==> src/rtl/irqcfg_pkg.sv <==
package irqcfg_pkg;

    typedef enum logic [3:0] {
        SEL_NONE,
        SEL_GROUP,
        SEL_EN_SET,
        SEL_EN_CLR,
        SEL_PD_SET,
        SEL_PD_CLR,
        SEL_AC_SET,
        SEL_AC_CLR,
        SEL_GMOD,
        SEL_SGIACC,
        SEL_TRIG_LO,
        SEL_TRIG_HI,
        SEL_IDENT,
        SEL_PRIO
    } reg_sel_e;

    localparam int OFS_GROUP   = 'h00;
    localparam int OFS_EN_SET  = 'h04;
    localparam int OFS_EN_CLR  = 'h08;
    localparam int OFS_PD_SET  = 'h0C;
    localparam int OFS_PD_CLR  = 'h10;
    localparam int OFS_AC_SET  = 'h14;
    localparam int OFS_AC_CLR  = 'h18;
    localparam int OFS_GMOD    = 'h1C;
    localparam int OFS_SGIACC  = 'h20;
    localparam int OFS_TRIG_LO = 'h24;
    localparam int OFS_TRIG_HI = 'h28;
    localparam int OFS_IDENT   = 'h2C;
    localparam int PRIO_BASE   = 'h40;

    localparam int BUS_W       = 32;
    localparam int LANES       = BUS_W / 8;

endpackage

==> src/rtl/irqcfg_decode.sv <==
module irqcfg_decode
    import irqcfg_pkg::*;
#(
    parameter int ADDR_W  = 8,
    parameter int NUM_IRQ = 32,
    localparam int IDX_W  = $clog2(NUM_IRQ),
    localparam int WIDX_W = IDX_W - 2
) (
    input  logic [ADDR_W-1:0] addr,
    input  logic              is_byte,
    output reg_sel_e          sel,
    output logic [LANES-1:0]  lane_en,
    output logic [WIDX_W-1:0] word_idx
);

    localparam logic [ADDR_W-1:0] PRIO_LO = ADDR_W'(PRIO_BASE);
    localparam logic [ADDR_W-1:0] PRIO_HI = ADDR_W'(PRIO_BASE + NUM_IRQ);

    logic in_prio;
    logic aligned;

    always_comb begin
        in_prio  = (addr >= PRIO_LO) && (addr < PRIO_HI);
        aligned  = (addr[1:0] == 2'b00);
        word_idx = addr[IDX_W-1:2];
        lane_en  = '0;
        sel      = SEL_NONE;
        if (in_prio) begin
            if (is_byte) begin
                sel     = SEL_PRIO;
                lane_en = LANES'(1) << addr[1:0];
            end else if (aligned) begin
                sel     = SEL_PRIO;
                lane_en = '1;
            end
        end else if (!is_byte && aligned) begin
            case (addr)
                ADDR_W'(OFS_GROUP):   sel = SEL_GROUP;
                ADDR_W'(OFS_EN_SET):  sel = SEL_EN_SET;
                ADDR_W'(OFS_EN_CLR):  sel = SEL_EN_CLR;
                ADDR_W'(OFS_PD_SET):  sel = SEL_PD_SET;
                ADDR_W'(OFS_PD_CLR):  sel = SEL_PD_CLR;
                ADDR_W'(OFS_AC_SET):  sel = SEL_AC_SET;
                ADDR_W'(OFS_AC_CLR):  sel = SEL_AC_CLR;
                ADDR_W'(OFS_GMOD):    sel = SEL_GMOD;
                ADDR_W'(OFS_SGIACC):  sel = SEL_SGIACC;
                ADDR_W'(OFS_TRIG_LO): sel = SEL_TRIG_LO;
                ADDR_W'(OFS_TRIG_HI): sel = SEL_TRIG_HI;
                ADDR_W'(OFS_IDENT):   sel = SEL_IDENT;
                default:              sel = SEL_NONE;
            endcase
        end
    end

    // a byte access outside the priority window decodes to nothing
    always_comb begin
        if (is_byte && !in_prio) begin
            a_r12_byte_reserved: assert (sel == SEL_NONE && lane_en == '0);
        end
    end

endmodule

==> src/rtl/irqcfg_prio_lane.sv <==
module irqcfg_prio_lane #(
    parameter int PRIO_W = 8
) (
    input  logic [PRIO_W-1:0] stored,
    input  logic [PRIO_W-1:0] wr_byte,
    input  logic              restricted,
    input  logic              grp,
    output logic [PRIO_W-1:0] rd_view,
    output logic              wr_ok,
    output logic [PRIO_W-1:0] wr_view
);

    always_comb begin
        wr_ok = !restricted || grp;
        if (!restricted) begin
            rd_view = stored;
            wr_view = wr_byte;
        end else begin
            rd_view = grp ? {stored[PRIO_W-2:0], 1'b0} : '0;
            wr_view = {1'b1, wr_byte[PRIO_W-1:1]};
        end
    end

endmodule

==> src/rtl/irq_cfg_bank.sv <==
module irq_cfg_bank
    import irqcfg_pkg::*;
#(
    parameter int          NUM_IRQ  = 32,
    parameter int          ADDR_W   = 8,
    parameter int          PRIO_W   = 8,
    parameter logic [31:0] ID_VALUE = 32'h4A11_0C03
) (
    input  logic               clk,
    input  logic               rst_n,
    input  logic               sec_disable,
    input  logic [NUM_IRQ-1:0] line_level,
    input  logic               req_valid,
    input  logic               req_write,
    input  logic               req_byte,
    input  logic               req_secure,
    input  logic [ADDR_W-1:0]  req_addr,
    input  logic [BUS_W-1:0]   req_wdata,
    output logic               req_ready,
    output logic               rsp_valid,
    output logic [BUS_W-1:0]   rsp_rdata
);

    localparam int IDX_W   = $clog2(NUM_IRQ);
    localparam int WIDX_W  = IDX_W - 2;
    localparam int HALF    = NUM_IRQ / 2;
    localparam int ACC_W   = 2 * HALF;

    typedef struct packed {
        logic [NUM_IRQ-1:0]             grp;
        logic [NUM_IRQ-1:0]             en;
        logic [NUM_IRQ-1:0]             pend;
        logic [NUM_IRQ-1:0]             act;
        logic [NUM_IRQ-1:0]             gmod;
        logic [NUM_IRQ-1:0]             edg;
        logic [NUM_IRQ-1:0]             lvl;
        logic [ACC_W-1:0]               acc;
        logic [NUM_IRQ-1:0][PRIO_W-1:0] prio;
        logic                           rsp_v;
        logic [BUS_W-1:0]               rdata;
    } state_t;

    state_t state_d, state_q;

    reg_sel_e                      sel;
    logic [LANES-1:0]              lane_en;
    logic [WIDX_W-1:0]             word_idx;
    logic                          restricted;
    logic                          full_priv;
    logic [NUM_IRQ-1:0]            acc_mask;
    logic [NUM_IRQ-1:0]            wmask;
    logic [NUM_IRQ-1:0]            rise;
    logic [LANES-1:0][PRIO_W-1:0]  lane_rd;
    logic [LANES-1:0][PRIO_W-1:0]  lane_wv;
    logic [LANES-1:0]              lane_ok;
    logic [BUS_W-1:0]              rd_word;
    logic                          do_wr;
    logic [HALF-1:0]               trig_wr;
    logic [NUM_IRQ-1:0]            pend_view;

    irqcfg_decode #(
        .ADDR_W  (ADDR_W),
        .NUM_IRQ (NUM_IRQ)
    ) u_decode (
        .addr     (req_addr),
        .is_byte  (req_byte),
        .sel      (sel),
        .lane_en  (lane_en),
        .word_idx (word_idx)
    );

    assign restricted = !req_secure && !sec_disable;
    assign full_priv  = req_secure && !sec_disable;
    assign acc_mask   = restricted ? state_q.grp : '1;
    assign req_ready  = 1'b1;
    assign rsp_valid  = state_q.rsp_v;
    assign rsp_rdata  = state_q.rdata;

    for (genvar k = 0; k < LANES; k++) begin : g_lane
        logic [IDX_W-1:0] irq_idx;
        assign irq_idx = {word_idx, 2'(k)};
        irqcfg_prio_lane #(
            .PRIO_W (PRIO_W)
        ) u_lane (
            .stored     (state_q.prio[irq_idx]),
            .wr_byte    (req_byte ? req_wdata[PRIO_W-1:0] : req_wdata[k*8 +: PRIO_W]),
            .restricted (restricted),
            .grp        (state_q.grp[irq_idx]),
            .rd_view    (lane_rd[k]),
            .wr_ok      (lane_ok[k]),
            .wr_view    (lane_wv[k])
        );
    end

    for (genvar k = 0; k < HALF; k++) begin : g_trig_pack
        assign trig_wr[k] = req_wdata[2*k+1];
    end

    function automatic logic [BUS_W-1:0] spread(input logic [HALF-1:0] flags);
        logic [BUS_W-1:0] w;
        w = '0;
        for (int k = 0; k < HALF; k++) begin
            w[2*k+1] = flags[k];
        end
        return w;
    endfunction

    // Read path
    always_comb begin
        pend_view = state_q.pend | (line_level & ~state_q.edg);
        rd_word   = '0;
        case (sel)
            SEL_GROUP:              rd_word = restricted ? '0 : BUS_W'(state_q.grp);
            SEL_EN_SET, SEL_EN_CLR: rd_word = BUS_W'(state_q.en & acc_mask);
            SEL_PD_SET, SEL_PD_CLR: rd_word = BUS_W'(pend_view & acc_mask);
            SEL_AC_SET, SEL_AC_CLR: rd_word = BUS_W'(state_q.act & acc_mask);
            SEL_GMOD:               rd_word = full_priv ? BUS_W'(state_q.gmod) : '0;
            SEL_SGIACC:             rd_word = full_priv ? BUS_W'(state_q.acc) : '0;
            SEL_TRIG_LO:            rd_word = spread(state_q.edg[HALF-1:0] & acc_mask[HALF-1:0]);
            SEL_TRIG_HI:            rd_word = spread(state_q.edg[NUM_IRQ-1:HALF] & acc_mask[NUM_IRQ-1:HALF]);
            SEL_IDENT:              rd_word = ID_VALUE;
            SEL_PRIO:               rd_word = req_byte ? BUS_W'(lane_rd[req_addr[1:0]]) : BUS_W'(lane_rd);
            default:                rd_word = '0;
        endcase
    end

    // Next-state logic
    always_comb begin
        state_d     = state_q;
        do_wr       = req_valid && req_write;
        wmask       = req_wdata[NUM_IRQ-1:0] & acc_mask;
        rise        = line_level & ~state_q.lvl & state_q.edg;
        state_d.lvl = line_level;

        if (do_wr) begin
            case (sel)
                SEL_GROUP:   if (!restricted) state_d.grp = req_wdata[NUM_IRQ-1:0];
                SEL_EN_SET:  state_d.en   = state_q.en | wmask;
                SEL_EN_CLR:  state_d.en   = state_q.en & ~wmask;
                SEL_PD_SET:  state_d.pend = state_q.pend | wmask;
                SEL_PD_CLR:  state_d.pend = state_q.pend & ~wmask;
                SEL_AC_SET:  state_d.act  = state_q.act | wmask;
                SEL_AC_CLR:  state_d.act  = state_q.act & ~wmask;
                SEL_GMOD:    if (full_priv) state_d.gmod = req_wdata[NUM_IRQ-1:0];
                SEL_SGIACC:  if (full_priv) state_d.acc  = req_wdata[ACC_W-1:0];
                SEL_TRIG_HI: state_d.edg[NUM_IRQ-1:HALF] =
                                 (state_q.edg[NUM_IRQ-1:HALF] & ~acc_mask[NUM_IRQ-1:HALF]) |
                                 (trig_wr & acc_mask[NUM_IRQ-1:HALF]);
                SEL_PRIO: begin
                    for (int k = 0; k < LANES; k++) begin
                        if (lane_en[k] && lane_ok[k]) begin
                            state_d.prio[{word_idx, 2'(k)}] = lane_wv[k];
                        end
                    end
                end
                default: ;
            endcase
        end

        // hardware edge latch is applied after any software update
        state_d.pend  = state_d.pend | rise;
        state_d.rsp_v = req_valid && !req_write;
        state_d.rdata = (req_valid && !req_write) ? rd_word : '0;
    end

    always_ff @(posedge clk) begin
        if (!rst_n) begin
            state_q <= '0;
        end else begin
            state_q <= state_d;
        end
    end

    a_r2_rsp_after_read: assert property (@(posedge clk) disable iff (!rst_n)
        (req_valid && !req_write) |=> rsp_valid);

    a_r2_quiet_otherwise: assert property (@(posedge clk) disable iff (!rst_n)
        !(req_valid && !req_write) |=> !rsp_valid);

    a_r4_masked_enable: assert property (@(posedge clk) disable iff (!rst_n)
        (req_valid && req_write && !req_secure && !sec_disable)
        |=> (((state_q.en ^ $past(state_q.en)) & ~$past(state_q.grp)) == '0));

    a_r5_group_locked: assert property (@(posedge clk) disable iff (!rst_n)
        (req_valid && req_write && !req_secure && !sec_disable) |=> $stable(state_q.grp));

    a_r6_gmod_locked: assert property (@(posedge clk) disable iff (!rst_n)
        (req_valid && req_write && (sec_disable || !req_secure)) |=> $stable(state_q.gmod));

    a_r11_edge_latch: assert property (@(posedge clk) disable iff (!rst_n)
        (rise != '0) |=> ((state_q.pend & $past(rise)) == $past(rise)));

endmodule

==> config.mk <==
export PLATFORM = sky130hd
export DESIGN_NAME = irq_cfg_bank
export DESIGN_NICKNAME = d
export VERILOG_FILES = /design/src/rtl/irqcfg_pkg.sv /design/src/rtl/irqcfg_decode.sv /design/src/rtl/irqcfg_prio_lane.sv /design/src/rtl/irq_cfg_bank.sv
export SDC_FILE = /design/constraint.sdc
export NUM_CORES = 1
export LEC_CHECK = 0
export BUFFER_PORTS_ARGS = -buffer_cell sky130_fd_sc_hd__buf_2
export CELL_PAD_IN_SITES_DETAIL_PLACEMENT = 1
export CELL_PAD_IN_SITES_GLOBAL_PLACEMENT = 2
export CORE_ASPECT_RATIO = 1.5
export CORE_MARGIN = 2
export CORE_UTILIZATION = 40
export CTS_CLUSTER_DIAMETER = 40
export DETAILED_ROUTE_END_ITERATION = 16
export GPL_TIMING_DRIVEN = 1
export PLACE_DENSITY_LB_ADDON = 0.1
export SYNTH_ARGS = -nofsm -noshare
export SYNTH_HDL_FRONTEND = slang
export SYNTH_HIERARCHICAL = 1
export SYNTH_SLANG_ARGS = --single-unit
==> constraint.sdc <==
create_clock -name clk -period 3.9 [get_ports clk]
set_clock_uncertainty 0.1 [all_clocks]
set_input_delay 0.39 -clock clk [delete_from_list [all_inputs] [get_ports clk]]
set_output_delay 0.39 -clock clk [all_outputs]
set_load 0.01 [all_outputs]
==> impl_results.md <==
* Final instance area at 30930 um^2
* Initial antenna violation count at 2
* Overall Global Routing Usage at 30.53%
* Initial DRC count at between 1000 and 1500
* Final min period at 3.005 ns
* Commonest non-fill, non-tap cells in the layout: dfxtp_1 (513), nand2_1 (321), nor2b_1 (296)
* Clk buf depth at 3
* Main area contributors after synthesis: dfxtp_1 (39%), mux2i_1 (11%), nor2b_1 (7.0%)
* Met3 usage at 3.895%
* Drt wl/cell at 27.19 um
* Unrepaired setup endpoints after global routing: no
* Die W at ~210 um
* Vias in the first global route at 23900
* Hpwl dp at between 70000 and 80000 um
* Net Count, Synth at 2910
* Post-synth EDFFs at 0
* Mux cell area share after synthesis at between 10% and 20%
* Actual slew at the worst max-slew pin at 1.223 ns
* GR Util met1 at 35.66%
* Residual DRC at 0
* CP max FO at 15
* Antenna Nets Post-Route at 0
* Register clock-pin slew on the reported worst setup and hold paths at 0.05 ns
* Routed vias at roughly 22000
* Nets at 2976
* Outcome: completed
* Post-synthesis sequential area ratio at 38.89%
* Placed cell area at 27990 um^2
* CTS HTree Levels at 3
* CP endpoint kind: register
* Synth Flop Type: dfxtp_1
* Xor/xnor share of the synthesized area at less than 1%
* Overflow after GRT at 0
* Total CTS buffers at 76
* Post-Synth Simple-Gate Area at approximately a fifth
* Pre-antenna DRT Iters at 5
* Final WL at 104300 um
* PD cells at 436.4 nW/um^2
* Initial Util at around 40%
* Hold Vio Cnt, Final at 0
* Die Footprint at around 68000 um^2
* Largest net degree at the start of global routing at ~270
* IO Port Bufs at 111
* I/O pin total at approximately 110
* Mapped Cells at 2831
* Area share of fa/ha/maj cells after synthesis at 0%
* Crit path DAT at 3.36 ns
* Synth warnings at 6
* Post-synth top area share at 38.89%
* Most common cell after layout, fill and taps aside: dfxtp_1
* CTS root buffer: clkbuf_16
* Compound-Gate Fraction of Synth Area at 19.16%
* FMAX at roughly 330 MHz
* Synth cell types at 68
* Maximum VDD drop at 0.5412 mV
* Syn Area/Cell at around 9.3 um^2
* Largest family of logic cells by synthesized area: simple AND/OR/NAND/NOR gates
* Synth async-reset ratio at 0%
* Core Area at around 65000 um^2
* Yosys reg bits at 513
* First-pass GRT wire length at 155200 um
* Global routing met2 resource utilization at 54.00%
* Fraction of layout cells with a size suffix above 1 at 18.16%
* Crit share post-route at 77.05%
* WS Path Type: in -> reg
* Worst EP required at 4.25 ns
* Slew margin rel. at 18.48%
* Most Used Layer, Global Route: met2
* GP Congestion at slightly above 0.9
* Placed cells at about 3700
* Final worst slack at 0.8950 ns
* Via-to-Cell Ratio at 5.862
* Sink Count at 513
* Leakage at 10.96 nW
* Min-delay worst type: in -> reg
* Standard-cell rows at 115
* Pwr Total at 13.50 mW
* Area growth syn-to-layout at 17.13%
* Setup tns final at 0 ns
* # diodes at 0
* Max Cap Viol at 0
* Critical Path Start Type: primary input
* Area leader, netlist: dfxtp_1
* TritonCTS clock tree: done
* Post-Layout Cell Count at 3834
* Final setup violation count at 0
* Max-slew violation count at 0
* Worst-skew pair later-pin latency at about 0.63 ns
* DP Worst Slack at 0.2924 ns
* Chip height at around 320 um
* Mapped Area at 26410 um^2
## final timing paths
check	startpoint	endpoint	slack [ns]	cells after the start
hold / removal	req_wdata[25]	state_q[314]	0.03	3
setup / recovery	req_addr[3]	rsp_rdata[27]	0.90	10
hold reg to reg	state_q[307]	state_q[307]	0.35	2
setup reg to reg	state_q[516]	rsp_rdata[27]	1.11	8
## layout make-up
| class | count | area [um^2] |
|---|---|---|
| fill | 7365 | 34530 |
| multi-input combinational | 1999 | 14780 |
| tap | 877 | 1097 |
| clock buffer | 88 | 2039 |
| inverter | 33 | 123.9 |
| sequential | 513 | 10270 |
| timing repair buffer | 274 | 2002 |
| clock inverter | 50 | 618.1 |
## logic make-up (layout without fill, tap and decap cells)
family          Yosys count  in the layout
compound gates          651            651
xor+xnor                  3              3
buf+inv                 319            445
flops                   513            513
mux                     381            381
other cells               1              1
simple gates            963            963
## metrics by stage
step | utilization, % | hold slack, ns
final | 47.25 | 0.03002
after global routing | 47.25 | 0.02080
after CTS | 47.25 | 0.001636
after detailed placement | 42.75 | 0.3464
after global placement | 42.75 | 0.3373
after floorplan | - | 0.3316
## power by group
group | leakage (nW) | internal [mW] | total, mW | switching, mW
registers | 4.13 | 5.26 | 5.27 | 0.0135
logic | 5.55 | 0.325 | 1.01 | 0.686
clock network | 1.28 | 4.47 | 7.22 | 2.75
## cell usage after synthesis (all sizes together), types with 6 or more instances
library cell	number
or3	9
a21boi	96
a22oi	78
and2	54
nand3b	6
mux2i	285
buf	115
nand3	14
a22o	29
o21ai	39
or2	6
o21a	18
a221oi	55
nor2	68
o311ai	32
a211o	32
a31oi	33
nor4	32
nand2b	43
nand2	322
mux4	8
nor3	93
inv	32
o31ai	128
mux2	88
o22ai	16
clkbuf	171
dfxtp	513
o211a	48
nor2b	297
a21oi	13
## critical path, cell delays in order
cell      delay [ns]
buf_2           0.26
buf_4           0.24
nand2_1         0.10
mux2_2          0.30
o21ai_1         0.49
buf_4           0.30
and4b_1         0.33
a32o_1          0.25
a221oi_1        0.43
a31oi_1         0.25
## per-layer routing
metal  vias to the layer above  part of all wire (%)
met5                         -                 0.024
met1                     11450                    41
li1                      10320                     -
met2                       512                    50
met3                       192                   3.6
met4                         4                   5.3
## what timing repair did
item | CTS | global route
buffers inserted | 0 | 0
hold buffers | 29 | 0
resized for setup | 0 | 0
hold endpoints to repair | 42 | 0
Power figures use the tool's default switching activity.
